[src/rtl/msel_pkg.sv]
// Shared types for the multi-drop selection controller.
// Assumes the standard 16-state TAP and a 2-bit multicast group field.
package msel_pkg;

    typedef enum logic [3:0] {
        TS_TLR, TS_RTI,
        TS_SEL_DR, TS_CAP_DR, TS_SH_DR, TS_EX1_DR, TS_PAU_DR, TS_EX2_DR, TS_UPD_DR,
        TS_SEL_IR, TS_CAP_IR, TS_SH_IR, TS_EX1_IR, TS_PAU_IR, TS_EX2_IR, TS_UPD_IR
    } tap_st_t;

    typedef enum logic [1:0] {
        SEL_WAIT,   // waiting for an address
        SEL_ONE,    // individually selected, TDO may drive
        SEL_MANY,   // broadcast or group selected, TDO off
        SEL_OFF     // address missed, ignoring addresses
    } sel_st_t;

    localparam int GRP_W = 2;

endpackage

[src/rtl/msel_tap.sv]
// Standard 16-state TAP controller.
// Assumes rst_n is an active-low reset sampled on rising tck.
module msel_tap
    import msel_pkg::*;
(
    input  logic    clk,
    input  logic    rst_n,
    input  logic    tms,
    output tap_st_t st
);

    tap_st_t nxt;

    // Next-state table of the TAP.
    always_comb begin
        unique case (st)
            TS_TLR:    nxt = tms ? TS_TLR    : TS_RTI;
            TS_RTI:    nxt = tms ? TS_SEL_DR : TS_RTI;
            TS_SEL_DR: nxt = tms ? TS_SEL_IR : TS_CAP_DR;
            TS_CAP_DR: nxt = tms ? TS_EX1_DR : TS_SH_DR;
            TS_SH_DR:  nxt = tms ? TS_EX1_DR : TS_SH_DR;
            TS_EX1_DR: nxt = tms ? TS_UPD_DR : TS_PAU_DR;
            TS_PAU_DR: nxt = tms ? TS_EX2_DR : TS_PAU_DR;
            TS_EX2_DR: nxt = tms ? TS_UPD_DR : TS_SH_DR;
            TS_UPD_DR: nxt = tms ? TS_SEL_DR : TS_RTI;
            TS_SEL_IR: nxt = tms ? TS_TLR    : TS_CAP_IR;
            TS_CAP_IR: nxt = tms ? TS_EX1_IR : TS_SH_IR;
            TS_SH_IR:  nxt = tms ? TS_EX1_IR : TS_SH_IR;
            TS_EX1_IR: nxt = tms ? TS_UPD_IR : TS_PAU_IR;
            TS_PAU_IR: nxt = tms ? TS_EX2_IR : TS_PAU_IR;
            TS_EX2_IR: nxt = tms ? TS_UPD_IR : TS_SH_IR;
            default:   nxt = tms ? TS_SEL_DR : TS_RTI;
        endcase
    end

    // State register with synchronous reset to Test-Logic-Reset.
    always_ff @(posedge clk) begin
        if (!rst_n) st <= TS_TLR;
        else        st <= nxt;
    end

endmodule

[src/rtl/msel_ir.sv]
// Instruction shift and hold register.
// The shift stage doubles as the address carrier while the node waits.
// The hold stage resets to all ones, which decodes as bypass.
module msel_ir
    import msel_pkg::*;
#(
    parameter int             IR_W    = 8,
    parameter logic [IR_W-1:0] CAP_PAT = IR_W'(1)
) (
    input  logic            clk,
    input  logic            rst_n,
    input  tap_st_t         st,
    input  logic            tdi,
    output logic [IR_W-1:0] sh,
    output logic [IR_W-1:0] instr
);

    // Capture the fixed pattern, then shift LSB first toward tdo.
    always_ff @(posedge clk) begin
        if (!rst_n)              sh <= CAP_PAT;
        else if (st == TS_CAP_IR) sh <= CAP_PAT;
        else if (st == TS_SH_IR)  sh <= {tdi, sh[IR_W-1:1]};
    end

    // Latch the shifted value as the current instruction at Update-IR.
    always_ff @(posedge clk) begin
        if (!rst_n || st == TS_TLR) instr <= '1;
        else if (st == TS_UPD_IR)   instr <= sh;
    end

endmodule

[src/rtl/msel_grp.sv]
// Two-bit multicast group data register.
// Assumes wr_en is high only while the group-select instruction is
// active on an individually selected node.
module msel_grp
    import msel_pkg::*;
(
    input  logic             clk,
    input  logic             rst_n,
    input  tap_st_t          st,
    input  logic             tdi,
    input  logic             wr_en,
    output logic [GRP_W-1:0] grp,
    output logic             sout
);

    logic [GRP_W-1:0] sh;

    // Shift path: capture the held value, then shift LSB first.
    always_ff @(posedge clk) begin
        if (!rst_n)                       sh <= '0;
        else if (wr_en && st == TS_CAP_DR) sh <= grp;
        else if (wr_en && st == TS_SH_DR)  sh <= {tdi, sh[GRP_W-1:1]};
    end

    // Held value: cleared by test reset, written at Update-DR.
    always_ff @(posedge clk) begin
        if (!rst_n || st == TS_TLR)       grp <= '0;
        else if (wr_en && st == TS_UPD_DR) grp <= sh;
    end

    assign sout = sh[0];

    // outside a write the group value does not move.
    a_r8_grp_hold: assert property (@(posedge clk) disable iff (!rst_n)
        (!(wr_en && st == TS_UPD_DR) && st != TS_TLR) |=> $stable(grp));

endmodule

[src/rtl/msel_decide.sv]
// Selection state machine. The address is taken from the instruction
// shift value at Update-IR. Codes at the top of the address range are
// the broadcast code and the four group codes.
// Assumes slot_addr is static between resets.
module msel_decide
    import msel_pkg::*;
#(
    parameter int              IR_W    = 8,
    parameter int              ADDR_W  = 6,
    parameter logic [IR_W-1:0] LEAVE_OP = 8'hC3
) (
    input  logic              clk,
    input  logic              rst_n,
    input  logic              lsp_rst_n,
    input  tap_st_t           st,
    input  logic [IR_W-1:0]   ir_sh,
    input  logic [ADDR_W-1:0] slot_addr,
    input  logic [GRP_W-1:0]  grp,
    output sel_st_t           state
);

    localparam int                NCODE = 1 << ADDR_W;
    localparam logic [ADDR_W-1:0] BCAST = ADDR_W'(NCODE - 5);
    localparam logic [ADDR_W-GRP_W-1:0] GRP_TAG = '1;

    logic [ADDR_W-1:0] addr;
    logic              hit_one, hit_all, hit_grp, is_leave;
    sel_st_t           nxt;

    // Address decode of the shifted value; upper IR bits are not used.
    always_comb begin
        addr     = ir_sh[ADDR_W-1:0];
        hit_one  = (addr == slot_addr) && (slot_addr < BCAST);
        hit_all  = (addr == BCAST);
        hit_grp  = (addr[ADDR_W-1:GRP_W] == GRP_TAG) && (addr[GRP_W-1:0] == grp);
        is_leave = (ir_sh == LEAVE_OP);
    end

    // Transition rules, evaluated once per Update-IR.
    always_comb begin
        nxt = state;
        if (st == TS_UPD_IR) begin
            unique case (state)
                SEL_WAIT: begin
                    if (hit_one)                nxt = SEL_ONE;
                    else if (hit_all || hit_grp) nxt = SEL_MANY;
                    else                        nxt = SEL_OFF;
                end
                default: if (is_leave) nxt = SEL_WAIT;
            endcase
        end
    end

    // State register; every reset path returns to waiting.
    always_ff @(posedge clk) begin
        if (!rst_n || !lsp_rst_n || st == TS_TLR) state <= SEL_WAIT;
        else                                      state <= nxt;
    end

    // one edge in Test-Logic-Reset leaves the node waiting.
    a_r1_tlr_waits: assert property (@(posedge clk) disable iff (!rst_n)
        (st == TS_TLR) |=> (state == SEL_WAIT));

    // a node on a non-individual slot never becomes selected alone.
    a_r3_reserved_slot: assert property (@(posedge clk) disable iff (!rst_n)
        (st == TS_UPD_IR && state == SEL_WAIT && slot_addr >= BCAST)
        |=> (state != SEL_ONE));

    // an unselected node stays so until an Update-IR or a reset.
    a_r6_off_holds: assert property (@(posedge clk) disable iff (!rst_n)
        (state == SEL_OFF && st != TS_UPD_IR && st != TS_TLR && lsp_rst_n)
        |=> (state == SEL_OFF));

endmodule

[src/rtl/jtag_drop_select.sv]
// Multi-drop JTAG selection controller top.
// Joins the TAP, instruction register, selection machine and group
// register, and drives the primary TDO and its enable on falling tck.
// Assumes tck is the only clock and rst_n is sampled on both edges.
module jtag_drop_select
    import msel_pkg::*;
#(
    parameter int              IR_W     = 8,
    parameter int              ADDR_W   = 6,
    parameter logic [IR_W-1:0] LEAVE_OP = 8'hC3,
    parameter logic [IR_W-1:0] GRP_OP   = 8'h03
) (
    input  logic              tck,
    input  logic              rst_n,
    input  logic              lsp_rst_n,
    input  logic              tms,
    input  logic              tdi,
    input  logic [ADDR_W-1:0] slot_addr,
    output logic              tdo,
    output logic              tdo_oe,
    output logic              sel_one,
    output logic              sel_n,
    output logic              sel_many
);

    tap_st_t          tap_st;
    sel_st_t          sel_st;
    logic [IR_W-1:0]  ir_sh, instr;
    logic [GRP_W-1:0] grp;
    logic             grp_sout, grp_wr, byp, dr_out, in_shift;

    msel_tap u_tap (
        .clk   (tck),
        .rst_n (rst_n),
        .tms   (tms),
        .st    (tap_st)
    );

    msel_ir #(.IR_W(IR_W)) u_ir (
        .clk   (tck),
        .rst_n (rst_n),
        .st    (tap_st),
        .tdi   (tdi),
        .sh    (ir_sh),
        .instr (instr)
    );

    msel_decide #(.IR_W(IR_W), .ADDR_W(ADDR_W), .LEAVE_OP(LEAVE_OP)) u_dec (
        .clk       (tck),
        .rst_n     (rst_n),
        .lsp_rst_n (lsp_rst_n),
        .st        (tap_st),
        .ir_sh     (ir_sh),
        .slot_addr (slot_addr),
        .grp       (grp),
        .state     (sel_st)
    );

    assign grp_wr = (sel_st == SEL_ONE) && (instr == GRP_OP);

    msel_grp u_grp (
        .clk   (tck),
        .rst_n (rst_n),
        .st    (tap_st),
        .tdi   (tdi),
        .wr_en (grp_wr),
        .grp   (grp),
        .sout  (grp_sout)
    );

    // One-bit bypass register used by every other instruction.
    always_ff @(posedge tck) begin
        if (!rst_n || tap_st == TS_CAP_DR) byp <= 1'b0;
        else if (tap_st == TS_SH_DR)       byp <= tdi;
    end

    // Output source selection for the data path.
    always_comb begin
        dr_out   = grp_wr ? grp_sout : byp;
        in_shift = (tap_st == TS_SH_IR) || (tap_st == TS_SH_DR);
    end

    // Falling-edge output stage, enabled only for a lone selected node.
    always_ff @(negedge tck) begin
        if (!rst_n) begin
            tdo    <= 1'b0;
            tdo_oe <= 1'b0;
        end else begin
            tdo    <= (tap_st == TS_SH_IR) ? ir_sh[0] : dr_out;
            tdo_oe <= in_shift && (sel_st == SEL_ONE);
        end
    end

    assign sel_one  = (sel_st == SEL_ONE);
    assign sel_n    = !sel_one;
    assign sel_many = (sel_st == SEL_MANY);

    // the enable is only seen in a shift state.
    a_r13_oe_in_shift: assert property (@(posedge tck) disable iff (!rst_n)
        tdo_oe |-> (tap_st == TS_SH_IR || tap_st == TS_SH_DR));

    // the enable is only seen on an individually selected node.
    a_r13_oe_needs_one: assert property (@(posedge tck) disable iff (!rst_n)
        tdo_oe |-> (sel_st == SEL_ONE));

    // a node selected as one of many never drives the shared line.
    a_r4_many_quiet: assert property (@(posedge tck) disable iff (!rst_n)
        sel_many |-> !tdo_oe);

endmodule

[config.mk]
export PLATFORM = sky130hd
export DESIGN_NAME = jtag_drop_select
export DESIGN_NICKNAME = d
export VERILOG_FILES = /design/src/rtl/msel_pkg.sv /design/src/rtl/msel_tap.sv /design/src/rtl/msel_ir.sv /design/src/rtl/msel_grp.sv /design/src/rtl/msel_decide.sv /design/src/rtl/jtag_drop_select.sv
export SDC_FILE = /design/constraint.sdc
export NUM_CORES = 1
export LEC_CHECK = 0
export ABC_AREA = 1
export BUFFER_PORTS_ARGS = -buffer_cell sky130_fd_sc_hd__buf_2
export CAP_MARGIN = 20
export CORE_MARGIN = 4
export CORE_UTILIZATION = 53
export CTS_BUF_LIST = sky130_fd_sc_hd__clkbuf_8 sky130_fd_sc_hd__clkbuf_16
export DETAILED_ROUTE_END_ITERATION = 7
export PLACE_DENSITY = 0.75
export SLEW_MARGIN = 20
export SYNTH_ARGS = -nofsm -noshare
export SYNTH_HDL_FRONTEND = slang
export SYNTH_HIERARCHICAL = 1
export SYNTH_SLANG_ARGS = --single-unit
[constraint.sdc]
create_clock -name tck -period 1.4 [get_ports tck]
set_clock_uncertainty 0.1 [all_clocks]
set_input_delay 0.28 -clock tck [delete_from_list [all_inputs] [get_ports tck]]
set_output_delay 0.28 -clock tck [all_outputs]
set_load 0.05 [all_outputs]
==> results of run 1 <==
repair_timing:
action,4_1_cts,5_1_grt
pin swaps,8,31
hold buffers,0,0
setup buffers,2,7
setup endpoints to repair,26,32
gates cloned,0,1
gates resized for setup,44,77
registers in the layout (all words and copies together) (netlist names):
| signal | flops |
|---|---|
| tdo_oe | 1 |
| u_grp/grp | 2 |
| u_grp/sh | 2 |
| tdo | 1 |
| u_ir/sh | 8 |
| u_ir/instr | 8 |
| byp | 1 |
| u_dec/state | 2 |
| u_tap/st | 4 |
per-layer routing:
layer	wire length, um	vias up	share of wire
met5	0	-	0
met4	189	0	0.033
met3	292	16	0.050
met2	2970	93	0.51
met1	2350	993	0.40
li1	-	1048	-
power by group:
| part | total (W) | internal, W | switching, W |
|---|---|---|---|
| combinational | 0.00118 | 0.000445 | 0.000732 |
| sequential | 0.000903 | 0.000865 | 0.0000382 |
| clock | 0.000703 | 0.000389 | 0.000314 |
| total | 0.00278 | 0.00170 | 0.00108 |
final timing paths:
check | start | endpoint | slack (ns)
worst max register to register | u_ir/instr[0]$_SDFFE_PP1N_ | tdo$_SDFF_NN0_ | -0.34
worst min-delay path | tms | u_tap/st[1]$_SDFF_PN0_ | 0.22
worst max-delay path | tdo_oe$_SDFF_NN0_ | tdo_oe | -0.49
worst min register to register | u_ir/instr[4]$_SDFFE_PP1N_ | u_ir/instr[4]$_SDFFE_PP1N_ | 0.37
synth_stat cells (all sizes together):
cell    count
xnor2       5
o21ai       6
buf         1
dfxtp      29
inv        45
o31ai       1
nand2     104
nor3        6
nor2       40
a21oi      19
clkinv      1
nand3b      1
nand4       3
or2         2
nand3      40
metrics by stage:
step	hold WS, ns	area (um2)	setup WS (ns)	power (W)	util
floorplan	0.289	1890	-0.380	0.00143	-
global placement	0.341	2130	-0.323	0.00161	0.638
detailed placement	0.343	2130	-0.339	0.00162	0.638
CTS	0.212	2370	-0.485	0.00235	0.711
global route	0.225	2690	-0.517	0.00293	0.807
finish	0.224	2690	-0.490	0.00278	0.807
final cells by class:
type | count | area, um2 | share of cell area
clock inverters | 3 | 11.3 | 0.00418
multi-input cells | 227 | 1310 | 0.487
inverters | 45 | 206 | 0.0766
well taps | 46 | 57.6 | 0.0214
flip-flops and latches | 29 | 608 | 0.226
clock buffers | 6 | 82.6 | 0.0307
repair buffers | 41 | 415 | 0.154
cells in the final DEF, fill, tap and decap left out, drive strengths merged:
cell type and n:
nor2 40, dfxtp 29, nand3 40, nand3b 1, inv 48, or2 2
xnor2 5, nand4 3, a21oi 19, nand2 104, buf 40, o21ai 6
o31ai 1, nor3 6, clkbuf 7
cell families after synthesis:
logic type             share of synthesized area
XOR/XNOR                                  0.0239
AND/OR/NAND/NOR                            0.483
buffers and inverters                      0.100
AO/OA/AOI/OAI                             0.0763
flip-flops                                 0.316
==> impl.org, run 1 <==
** Clock network
- CTS sink cnt :: 29
- Clock edge transition at the registers on the reported setup and hold paths :: 0.06 ns
- Later-pin clock latency in the skew report :: 0.28 ns
- TritonCTS clock tree :: built
- Total CTS buffers :: 5
- Maximum clock path buffer count :: 2
- Htree depth :: 2
- Root Driver :: sky130_fd_sc_hd__clkbuf_8

** Final layout
- Count of fill cells added during filler insertion :: around 220
- Compared with the post-synthesis result, the final layout area differs by 46.8%.
- Total Nets Final :: about 360
- The finished layout holds approximately 400 standard cells, fillers aside.
- Share of layout cells above drive strength 1 :: 0.405
- The number of antenna diodes in the final layout is 0.

** Drt
- Detailed Route Iter0 Violations :: between 150 and 200
- The pre-antenna-repair detailed-routing pass consisted of 5 iterations.
- Final wirelength :: around 5800 um
- In the routed layout, each cell is associated on average with a via count of around 5.4.
- Via count :: approximately 2200
- In the final routed layout, each cell accounts on average for between 10 and 15 um.
- Number of nets with antenna violations after detailed routing :: 0
- In the routed design, unresolved DRC markers number 0.

** Power
- The worst-case IR drop observed on VDD is 898 uV.
- In this run the static leakage power is approximately 1.2 nW.
- In this run the power density over the cells is ~1000 nW/um2.

** Setup path
- Buffer and inverter count on the worst path :: 1
- The slowest stage of the critical path is the sky130_fd_sc_hd__dfxtp_4 cell.
- The critical path goes through buf_8.
- STA classifies the critical path endpoint as an output pin.
- In this run the worst path has a maximum fanout of 1.
- WS Path Type :: flip-flop to output pin
- CP max stage delay :: around 0.33 ns
- Counting cells, the worst reg-to-reg path comes to 7.
- Critical path data arrival time :: between 1.5 and 2 ns
- Crit path launch type :: flip-flop
- Instance count on the critical path :: 1
- CP delay by family, top :: flip-flops
- At the worst endpoint, the required time is around 1.0 ns.

** Timing
- Summed over all failing endpoints, the final setup total negative slack is -2.35 ns.
- Max-slew violation total from the final report :: 0
- In this run the tightest slew margin relative to its limit is 0.796.
- Setup repair after global routing could not meet its margin everywhere.
- The final number of hold-violating endpoints was 0.
- Setup violations remaining at the end of the flow were counted as 14.
- PnR worst setup slack :: -0.490 ns
- At the pin with the least slew margin, the transition time is 0.306 ns.

** Floorplanning
- 16 I/O pins were placed.
- Core ar. :: 3340 um2
- Row count :: 21
- The floorplan step defined a die boundary enclosing approximately 4500 um2.
- Measured along the x axis, the die boundary spans 66.9 um.
- The initial utilization of the core area, before any placement, comes to 0.550.
- The floorplan step set the die height to around 67 um.

** Synthesis
- Mean instance size in the synthesized netlist :: ~6.1 um2
- The synthesized design spends more area on one cell type than any other, namely sky130_fd_sc_hd__dfxtp_1.
- Yosys printed 6 warnings.
- Of the synthesized area, sequential elements account for 0.316.
- Count of different cell masters after synthesis :: 25
- After synthesis, the cell types taking the most area are sky130_fd_sc_hd__dfxtp_1 (32%), sky130_fd_sc_hd__nand2_1 (20%), sky130_fd_sc_hd__nand3_1 (11%).
- When the netlist entered floorplanning its net count stood at between 300 and 400.
- Of the post-synthesis cell area, the dominant cell type holds 0.316.
- Mapped Cells :: 303
- The synthesized design contains 29 register bits.
- Summing every instance area after synthesis gives 1840 um2.

** Job
- Max-cap violation count :: 0

** Global route
- Top Usage Layer GRT :: met2
- Met1 routing resource usage after global routing :: 0.289
- The first global-routing pass estimated 8180 um of wire.
- The total overflow left after global routing is 0.
- Initial antenna violation count :: 0
- Routing usage on met3 :: 0.0523
- Global-route usage over all layers :: 0.242
- In the global route stage, met2 resource usage came out at 0.434.
- The via count of the first global-routing pass was roughly 1900.
- Maximum number of pins on one net before global-route repair :: 17

** Outcome
- The run finished, with violations left.
- The checks that failed: negative setup slack.

** Placed design
- Half-perimeter wire length after detailed placement :: 3270 um
- After detailed placement, the design holds a cell count of roughly 380.
- Port bufs :: 15
- Global placer's final weighted congestion :: ~0.9

** Hold path
- The worst hold path passes through 3 cells.
- The worst hold path belongs to the class input port to flip-flop.
(Power assumes the default switching activity.)
==> run 2: changes to the inputs <==
--- a/config.mk
+++ b/config.mk
@@ -14,7 +14,8 @@
 export DETAILED_ROUTE_END_ITERATION = 7
 export PLACE_DENSITY = 0.75
-export SLEW_MARGIN = 20
+export SLEW_MARGIN = 10
 export SYNTH_ARGS = -nofsm -noshare
 export SYNTH_HDL_FRONTEND = slang
 export SYNTH_HIERARCHICAL = 1
 export SYNTH_SLANG_ARGS = --single-unit
+export TNS_END_PERCENT = 10
==> constraint.sdc (replaced) <==
create_clock -name tck -period 1.4 [get_ports tck]
set_clock_uncertainty 0.1 [all_clocks]
set_input_delay 0.14 -clock tck [delete_from_list [all_inputs] [get_ports tck]]
set_output_delay 0.14 -clock tck [all_outputs]
set_load 0.05 [all_outputs]
==> run 2 against run 1 <==
Net effect: the run still ends with negative setup slack left; combinational power is 29% lower; first-iteration DRC count down 27%; power down 14%; sequential share of layout area grew 2.6 points; global-route usage decreased by 2.1 points; design area shrank 11%; die area is the same; hold slack worse by 0.15 ns; routed wire length fell by 23%; critical path type unchanged; largest cell class unchanged; largest power group is now sequential cells.
==> impl.org, run 2 (synthesized netlist as in run 1, its figures left out) <==
** Setup path
- Worst endpoint required time :: 1.16 ns (was 1.02 ns)
- The slack of the worst reg-to-reg path is -0.29 ns (was -0.34 ns).
- The startpoint of the lowest-slack register-to-register path was u_ir/instr[0]$_SDFFE_PP1N_ (unchanged).
- Slowest-stage cell, CP :: sky130_fd_sc_hd__dfxtp_2 (was sky130_fd_sc_hd__dfxtp_4)
- CP Cell Sequence :: buf_6 (was buf_8)
- The worst-path maximum fanout came to 1 (unchanged).
- The critical path buffer and inverter count is 1 (unchanged).
- Endpoint of the most critical register-to-register path :: tdo$_SDFF_NN0_ (unchanged)
- The largest stage delay on the critical path was 0.31 ns (was 0.33 ns).
- Critical path data arrival time :: 1.50 ns (was 1.51 ns)
- Kind of end point of the critical path :: output pin (unchanged)
- The family with the most delay on the worst path is flip-flops (unchanged).
- The nature of the critical path startpoint is a flip-flop (unchanged).
- The path depth of the worst reg2reg path came to 7 (unchanged).
- WS Path Type :: flip-flop to output pin (unchanged)

** Final layout
- Layout area overhead :: 30.2% (was 46.8%)
- The number of antenna repair diodes is 0 (unchanged).
- The utilization after layout was 0.716 (was 0.807).
- Share of layout cells above drive strength 1 :: 0.299 (was 0.405)
- Count of fill cells added during filler insertion :: 302 (was 221)
- Total Nets Final :: 361 (was 362)
- The design area came to 2390 um2 (was 2690 um2).
- Largest registers: u_ir/instr x8, u_ir/sh x8, u_tap/st x4 (unchanged).
- Most frequent cells in the layout: sky130_fd_sc_hd__nand2_1 (92), sky130_fd_sc_hd__nand3_1 (37), sky130_fd_sc_hd__inv_1 (34) (was sky130_fd_sc_hd__nand2_1 (78), sky130_fd_sc_hd__nand3_1 (31), sky130_fd_sc_hd__inv_1 (31)).
- Most frequent standard cell in the layout excluding fill and tap cells :: sky130_fd_sc_hd__nand2_1 (unchanged)

** Placed design
- The placement-stage cell area is 2180 um2 (was 2130 um2).
- Global placer's final weighted congestion :: 0.936 (was 0.905)
- The count of input and output buffers came to 15 (unchanged).
- The post-DP HPWL came to 3220 um (was 3270 um).

** Power
- Worst supply voltage drop on vdd :: 665 uV (was 898 uV)
- The areal power density over the cells came to 1000 nW/um2 (was 1030 nW/um2).
- Leakage power :: 1.16 nW (was 1.25 nW)

** Floorplanning
- Die area :: 4470 um2 (unchanged)
- The site row count came to 21 (unchanged).
- The x dimension of the die came to 66.9 um (unchanged).
- The number of primary I/O pins was 16 (unchanged).
- The effective utilization at floorplan was 0.550 (unchanged).
- Core ar. :: 3340 um2 (unchanged)
- Overall die height :: 66.9 um (unchanged)

** Drt
- Post-detailed-route wirelength per cell :: 11.2 um (was 14.6 um)
- Final wirelength :: 4470 um (was 5810 um)
- DRC errors left :: 0 (unchanged)
- Number of nets with antenna violations after detailed routing :: 0 (unchanged)
- Via density :: 5.06 (was 5.42)
- Pre-Repair DR Iteration Count :: 5 (unchanged)
- The count of vias placed by the detailed router is 2010 (was 2150).
- The number of violations reported at the end of detailed-routing iteration 0 came to 143 (was 197).

** Clock network
- The number of CTS-inserted buffers was 5 (unchanged).
- The H-tree depth reported by CTS is 2 (unchanged).
- The CTS root buffer is sky130_fd_sc_hd__clkbuf_8 (unchanged).
- The clock tree from TritonCTS is built (unchanged).
- The clock sink total was 29 (unchanged).
- Later-pin clock latency in the skew report :: 0.28 ns (about the same)
- The maximum clock insertion buffer count came to 2 (unchanged).
- Clock edge transition at the registers on the reported setup and hold paths :: 0.06 ns (about the same)

** Hold path
- The worst min-delay path endpoint is u_dec/state[1]$_SDFFE_PP0P_ (was u_tap/st[1]$_SDFF_PN0_).
- The depth of the worst hold-timing path was 3 (unchanged).
- Hold Crit Class :: input port to flip-flop (unchanged)
- Worst hold path startpoint :: lsp_rst_n (was tms)

** Global route
- The initial antenna violation count was 0 (unchanged).
- The overall overflow remaining after global route was 0 (unchanged).
- Vias in the first global route :: 1844 (was 1858)
- The total global-route track usage was 0.221 (was 0.242).
- Maximum number of pins on one net before global-route repair :: 17 (unchanged)
- The first-pass GRT wire length came to 7640 um (was 8180 um).

** Timing
- The slew at the pin closest to its max-slew limit is 0.262 ns (was 0.306 ns).
- Worst hold margin :: 0.0690 ns (was 0.224 ns)
- RSZ-0062 raised after global routing: yes (unchanged).
- The worst max-slew margin expressed relative to the limit was 0.824 (was 0.796).
- The final setup violation count was 8 (was 14).
- The final number of hold-violating endpoints is 0 (unchanged).
- Max-slew violation total from the final report :: 0 (unchanged)
- PnR worst setup slack :: -0.339 ns (was -0.490 ns)

** Outcome
- Violations in the final reports: negative setup slack (unchanged).
- Outcome: finished, violations left (unchanged).

** Job
- The number of max-cap violations was 0 (unchanged).
==> run 2: cell count changes in the layout (fill, tap and decap cells not counted), sizes merged <==
cell | before | now
buf | 40 | 38
clkinv | 0 | 2
clkinvlp | 0 | 1
inv | 48 | 47
==> run 2: repair_timing <==
action,in CTS,in global routing
resized for setup,16,27
endpoints found under the hold margin,0,0
hold buffers,0,0
pin swaps,1,6
endpoints found under the setup margin,18,28
buffers inserted,0,1
==> run 2: cell type report <==
cell class              count  area [um2]  area share
clock buffers               5        68.8      0.0288
clock inverters             5        20.0     0.00838
inverters                  45         181      0.0759
multi-input cells         227        1150       0.481
flip-flops and latches     29         601       0.251
well taps                  46        57.6      0.0241
repair buffers             40         312       0.130
==> run 2: how the worst max path moves through the flow <==
stage                                           start        endpoint  slack [ns]  cells after the start
after floorplan           u_dec/state[1]$_SDFFE_PP0P_  tdo$_SDFF_NN0_       -0.39                      8
after global placement     u_ir/instr[2]$_SDFFE_PP1N_  tdo$_SDFF_NN0_       -0.32                      8
after detailed placement   u_ir/instr[4]$_SDFFE_PP1N_  tdo$_SDFF_NN0_       -0.37                      8
after CTS                              tdo$_SDFF_NN0_             tdo       -0.34                      1
after global routing       u_ir/instr[0]$_SDFFE_PP1N_  tdo$_SDFF_NN0_       -0.38                      7
final                                  tdo$_SDFF_NN0_             tdo       -0.34                      1
==> run 2: metrics by stage <==
stage	TNS, ns	setup WS [ns]	std cells	power [W]
after detailed placement	-1.27	-0.370	387	0.00167
after floorplan	-0.962	-0.386	303	0.00144
final	-1.45	-0.339	397	0.00239
after global placement	-1.01	-0.322	387	0.00166
after CTS	-1.43	-0.337	396	0.00234
after global routing	-2.43	-0.383	397	0.00256
==> run 2: layer usage <==
metal	vias to the layer above	share of wire	GRT usage
met1	903	0.46	0.283
met2	53	0.47	0.361
li1	1048	-	-
met4	0	0.014	0.0785
met5	-	0	0
met3	6	0.056	0.0523
==> run 2: power breakdown <==
part	switching [W]	total (W)	internal [W]
Combinational	0.000528	0.000836	0.000308
Sequential	0.0000349	0.000903	0.000868
Clock	0.000315	0.000654	0.000339
Total	0.000878	0.00239	0.00151
==> run 3: changes to the inputs <==
--- a/config.mk
+++ b/config.mk
@@ -13,6 +13,7 @@
 export CTS_BUF_LIST = sky130_fd_sc_hd__clkbuf_8 sky130_fd_sc_hd__clkbuf_16
 export DETAILED_ROUTE_END_ITERATION = 7
+export GPL_TIMING_DRIVEN = 0
 export PLACE_DENSITY = 0.75
-export SLEW_MARGIN = 10
+export SLEW_MARGIN = 20
 export SYNTH_ARGS = -nofsm -noshare
 export SYNTH_HDL_FRONTEND = slang
==> constraint.sdc (replaced) <==
create_clock -name tck -period 1.4 [get_ports tck]
set_clock_uncertainty 0.1 [all_clocks]
set_input_delay 0.14 -clock tck [delete_from_list [all_inputs] [get_ports tck]]
set_output_delay 0.14 -clock tck [all_outputs]
set_load 0.005 [all_outputs]
==> run 3 against run 2 <==
Net effect: the flow still finishes with violations (negative setup slack); register-to-register slack worse by 0.03 ns; core utilization is 5.8 points lower; sequential power is 3.8% higher; critical path depth is 7 higher; routed wire length is 5.5% lower; setup slack better by 0.016 ns; power is 2.4% lower; count of clock-buffer cells in the layout stayed put; first-iteration DRC count is 13% higher; global-route usage is 1.9 points lower.
==> impl.org, run 3 (synthesized netlist as in run 1, its figures left out) <==
** Job
- The number of max-cap violations is 0 (unchanged).

** Placed design
- The cell count after placement was 364 (was 387).
- The placement-stage cell area came to 1980 um2 (was 2180 um2).
- Half-perimeter wire length after detailed placement :: 2930 um (was 3220 um)
- Port bufs :: 15 (unchanged)
- Global placer's final weighted congestion :: 0.982 (was 0.936)
- Worst slack, placed :: -0.454 ns (was -0.370 ns)

** Drt
- Pre-Repair DR Iteration Count :: 5 (unchanged)
- The number of violations reported at the end of detailed-routing iteration 0 was 162 (was 143).
- Number of nets with antenna violations after detailed routing :: 0 (unchanged)
- Via count :: 1887 (was 2010)
- DRC errors left :: 0 (unchanged)
- The post-detailed-routing wire length came to 4220 um (was 4470 um).
- Via density :: 4.97 (was 5.06)
- Post-detailed-route wirelength per cell :: 11.1 um (was 11.2 um)

** Power
- Leakage power :: 1.06 nW (was 1.16 nW)
- Worst supply voltage drop on vdd :: 615 uV (was 665 uV)
- The areal power density over the cells is 1060 nW/um2 (was 1000 nW/um2).

** Setup path
- Endpoint of the most critical register-to-register path :: tdo$_SDFF_NN0_ (unchanged)
- The critical path capture point type was a flip-flop (was output pin).
- CP max stage delay :: 0.32 ns (was 0.31 ns)
- The slack of the worst reg-to-reg path came to -0.32 ns (was -0.29 ns).
- The type of the worst setup path is flip-flop to flip-flop (was flip-flop to output pin).
- The required time of the critical path came to 0.83 ns (was 1.16 ns).
- Worst r2r path cells :: 8 (was 7)
- Slowest-stage cell, CP :: sky130_fd_sc_hd__dfxtp_2 (unchanged)
- The startpoint of the lowest-slack register-to-register path is u_ir/instr[5]$_SDFFE_PP1N_ (was u_ir/instr[0]$_SDFFE_PP1N_).
- The worst-path maximum fanout was 2 (was 1).
- CP Cell Sequence :: inv_2 > nand2_2 > nor2_2 > nand3_1 > nand2_1 > nand3_1 > nand2_1 > inv_1 (was buf_6)
- Critical path data arrival time :: 1.16 ns (was 1.50 ns)
- Crit path launch type :: flip-flop (unchanged)

** Global route
- Global route overflow :: 0 (unchanged)
- The via count of the first global-routing pass is 1626 (was 1844).
- Initial antenna violation count :: 0 (unchanged)
- Maximum number of pins on one net before global-route repair :: 16 (was 17)
- The first-pass GRT wire length is 7040 um (was 7640 um).
- The total global-route track usage is 0.202 (was 0.221).

** Timing
- Max-slew violation total from the final report :: 0 (unchanged)
- RSZ-0062 raised after global routing :: yes (unchanged)
- PnR worst setup slack :: -0.324 ns (was -0.339 ns)
- Worst slew margin relative to its limit :: 0.751 (was 0.824)
- The worst slack on hold paths came to 0.0769 ns (was 0.0690 ns).
- Measured slew at the worst slew-check pin :: 0.373 ns (was 0.262 ns)
- Total count of hold-check failures in the final report :: 0 (unchanged)
- The final setup violation count is 18 (was 8).

** Final layout
- The fraction of layout instances using a drive strength above 1 was 0.243 (was 0.299).
- The design area was 2200 um2 (was 2390 um2).
- The number of antenna repair diodes is 0 (unchanged).
- Most frequent cells in the layout: sky130_fd_sc_hd__nand2_1 (94), sky130_fd_sc_hd__nand3_1 (37), sky130_fd_sc_hd__inv_1 (32) (was sky130_fd_sc_hd__nand2_1 (92), sky130_fd_sc_hd__nand3_1 (37), sky130_fd_sc_hd__inv_1 (34)).
- The number of fill cells in the layout was 331 (was 302).
- The area added between synthesis and finish came to 19.6% (was 30.2%).
- The final standard cell count with taps included and fillers excluded is 380 (was 397).
- The number of nets at the end of the flow was 344 (was 361).
- Final design utilization :: 0.658 (was 0.716)
- Most frequent standard cell in the layout excluding fill and tap cells :: sky130_fd_sc_hd__nand2_1 (unchanged)
- Largest registers :: u_ir/instr x8, u_ir/sh x8, u_tap/st x4 (unchanged)

** Hold path
- The worst min-delay path endpoint is u_dec/state[0]$_SDFFE_PP0P_ (was u_dec/state[1]$_SDFFE_PP0P_).
- The depth of the worst hold-timing path is 3 (unchanged).
- Worst hold path startpoint :: lsp_rst_n (unchanged)
- The class of the tightest hold or removal check was input port to flip-flop (unchanged).

** Clock network
- CTS sink cnt :: 29 (unchanged)
- Later-pin clock latency in the skew report :: 0.27 ns (was 0.28 ns)
- Hold buffer count at CTS :: 0 (unchanged)
- The H-tree depth reported by CTS is 2 (unchanged).
- The clock tree from TritonCTS is built (unchanged).
- The maximum clock insertion buffer count was 2 (unchanged).
- The CTS root buffer is sky130_fd_sc_hd__clkbuf_8 (unchanged).
- Total CTS buffers :: 5 (unchanged)
- Clock edge transition at the registers on the reported setup and hold paths :: 0.06 ns (about the same)

** Outcome
- Outcome: finished, violations left (unchanged).
- Violations in the final reports: negative setup slack (unchanged).

** Floorplanning
- The area of the die came to 4470 um2 (unchanged).
- IO Pins :: 16 (unchanged)
- The placeable core region came to 3340 um2 (unchanged).
- Overall die height :: 66.9 um (unchanged)
- Die X :: 66.9 um (unchanged)
- Starting density of the core :: 0.550 (unchanged)
- Row count :: 21 (unchanged)
-- run 3: cell types whose count changed in the layout (fill, tap and decap cells not counted), sizes merged --
cell	change
buf	-15
clkbuf	-2
-- run 3: routing by layer --
layer | vias up | wire length [um] | track usage
met5 | - | 0 | 0
met4 | 0 | 46 | 0.0481
met3 | 6 | 169 | 0.0506
met2 | 35 | 1950 | 0.328
met1 | 831 | 2060 | 0.267
li1 | 1015 | - | -
-- run 3: how the worst max path moves through the flow --
stage                                           from             end  slack (ns)
after global routing          u_tap/st[3]$_SDFF_PN0_  tdo$_SDFF_NN0_       -0.45
final                     u_ir/instr[5]$_SDFFE_PP1N_  tdo$_SDFF_NN0_       -0.32
after floorplan               u_tap/st[3]$_SDFF_PN0_  tdo$_SDFF_NN0_       -0.36
after detailed placement      u_tap/st[3]$_SDFF_PN0_  tdo$_SDFF_NN0_       -0.45
after global placement        u_tap/st[3]$_SDFF_PN0_  tdo$_SDFF_NN0_       -0.44
after CTS                 u_ir/instr[7]$_SDFFE_PP1N_  tdo$_SDFF_NN0_       -0.30
-- run 3: what timing repair did --
item / CTS / global route
gates resized for setup: 6 / 23
setup buffers: 4 / 3
endpoints found under the setup margin: 14 / 28
pin swaps: 3 / 8
-- run 3: metrics by stage --
step           total power, W  TNS (ns)
6_report              0.00233     -1.80
5_1_grt               0.00250     -3.60
4_1_cts               0.00224     -1.31
3_5_place_dp          0.00157     -1.06
3_3_place_gp          0.00156    -0.992
2_1_floorplan         0.00143    -0.582
-- run 3: layout make-up --
cell class | count | area, um2 | area share
inverters | 45 | 169 | 0.0769
multi-input cells | 227 | 1110 | 0.508
plain buffers | 1 | 11.3 | 0.00513
clock inverters | 5 | 20.0 | 0.00912
repair buffers | 22 | 151 | 0.0689
well taps | 46 | 57.6 | 0.0262
clock buffers | 5 | 68.8 | 0.0313
flip-flops and latches | 29 | 603 | 0.275
-- run 3: power breakdown --
part           switching [W]  internal [W]
Sequential         0.0000657      0.000871
Combinational       0.000479      0.000271
Clock               0.000308      0.000339
Total               0.000853       0.00148
-- run 3: critical path: cells and delay by family, from the launching register on --
family | cells | cell delay (ns)
buffers and inverters | 2 | 0.07
flip-flops | 1 | 0.32
AND/OR/NAND/NOR | 6 | 0.50
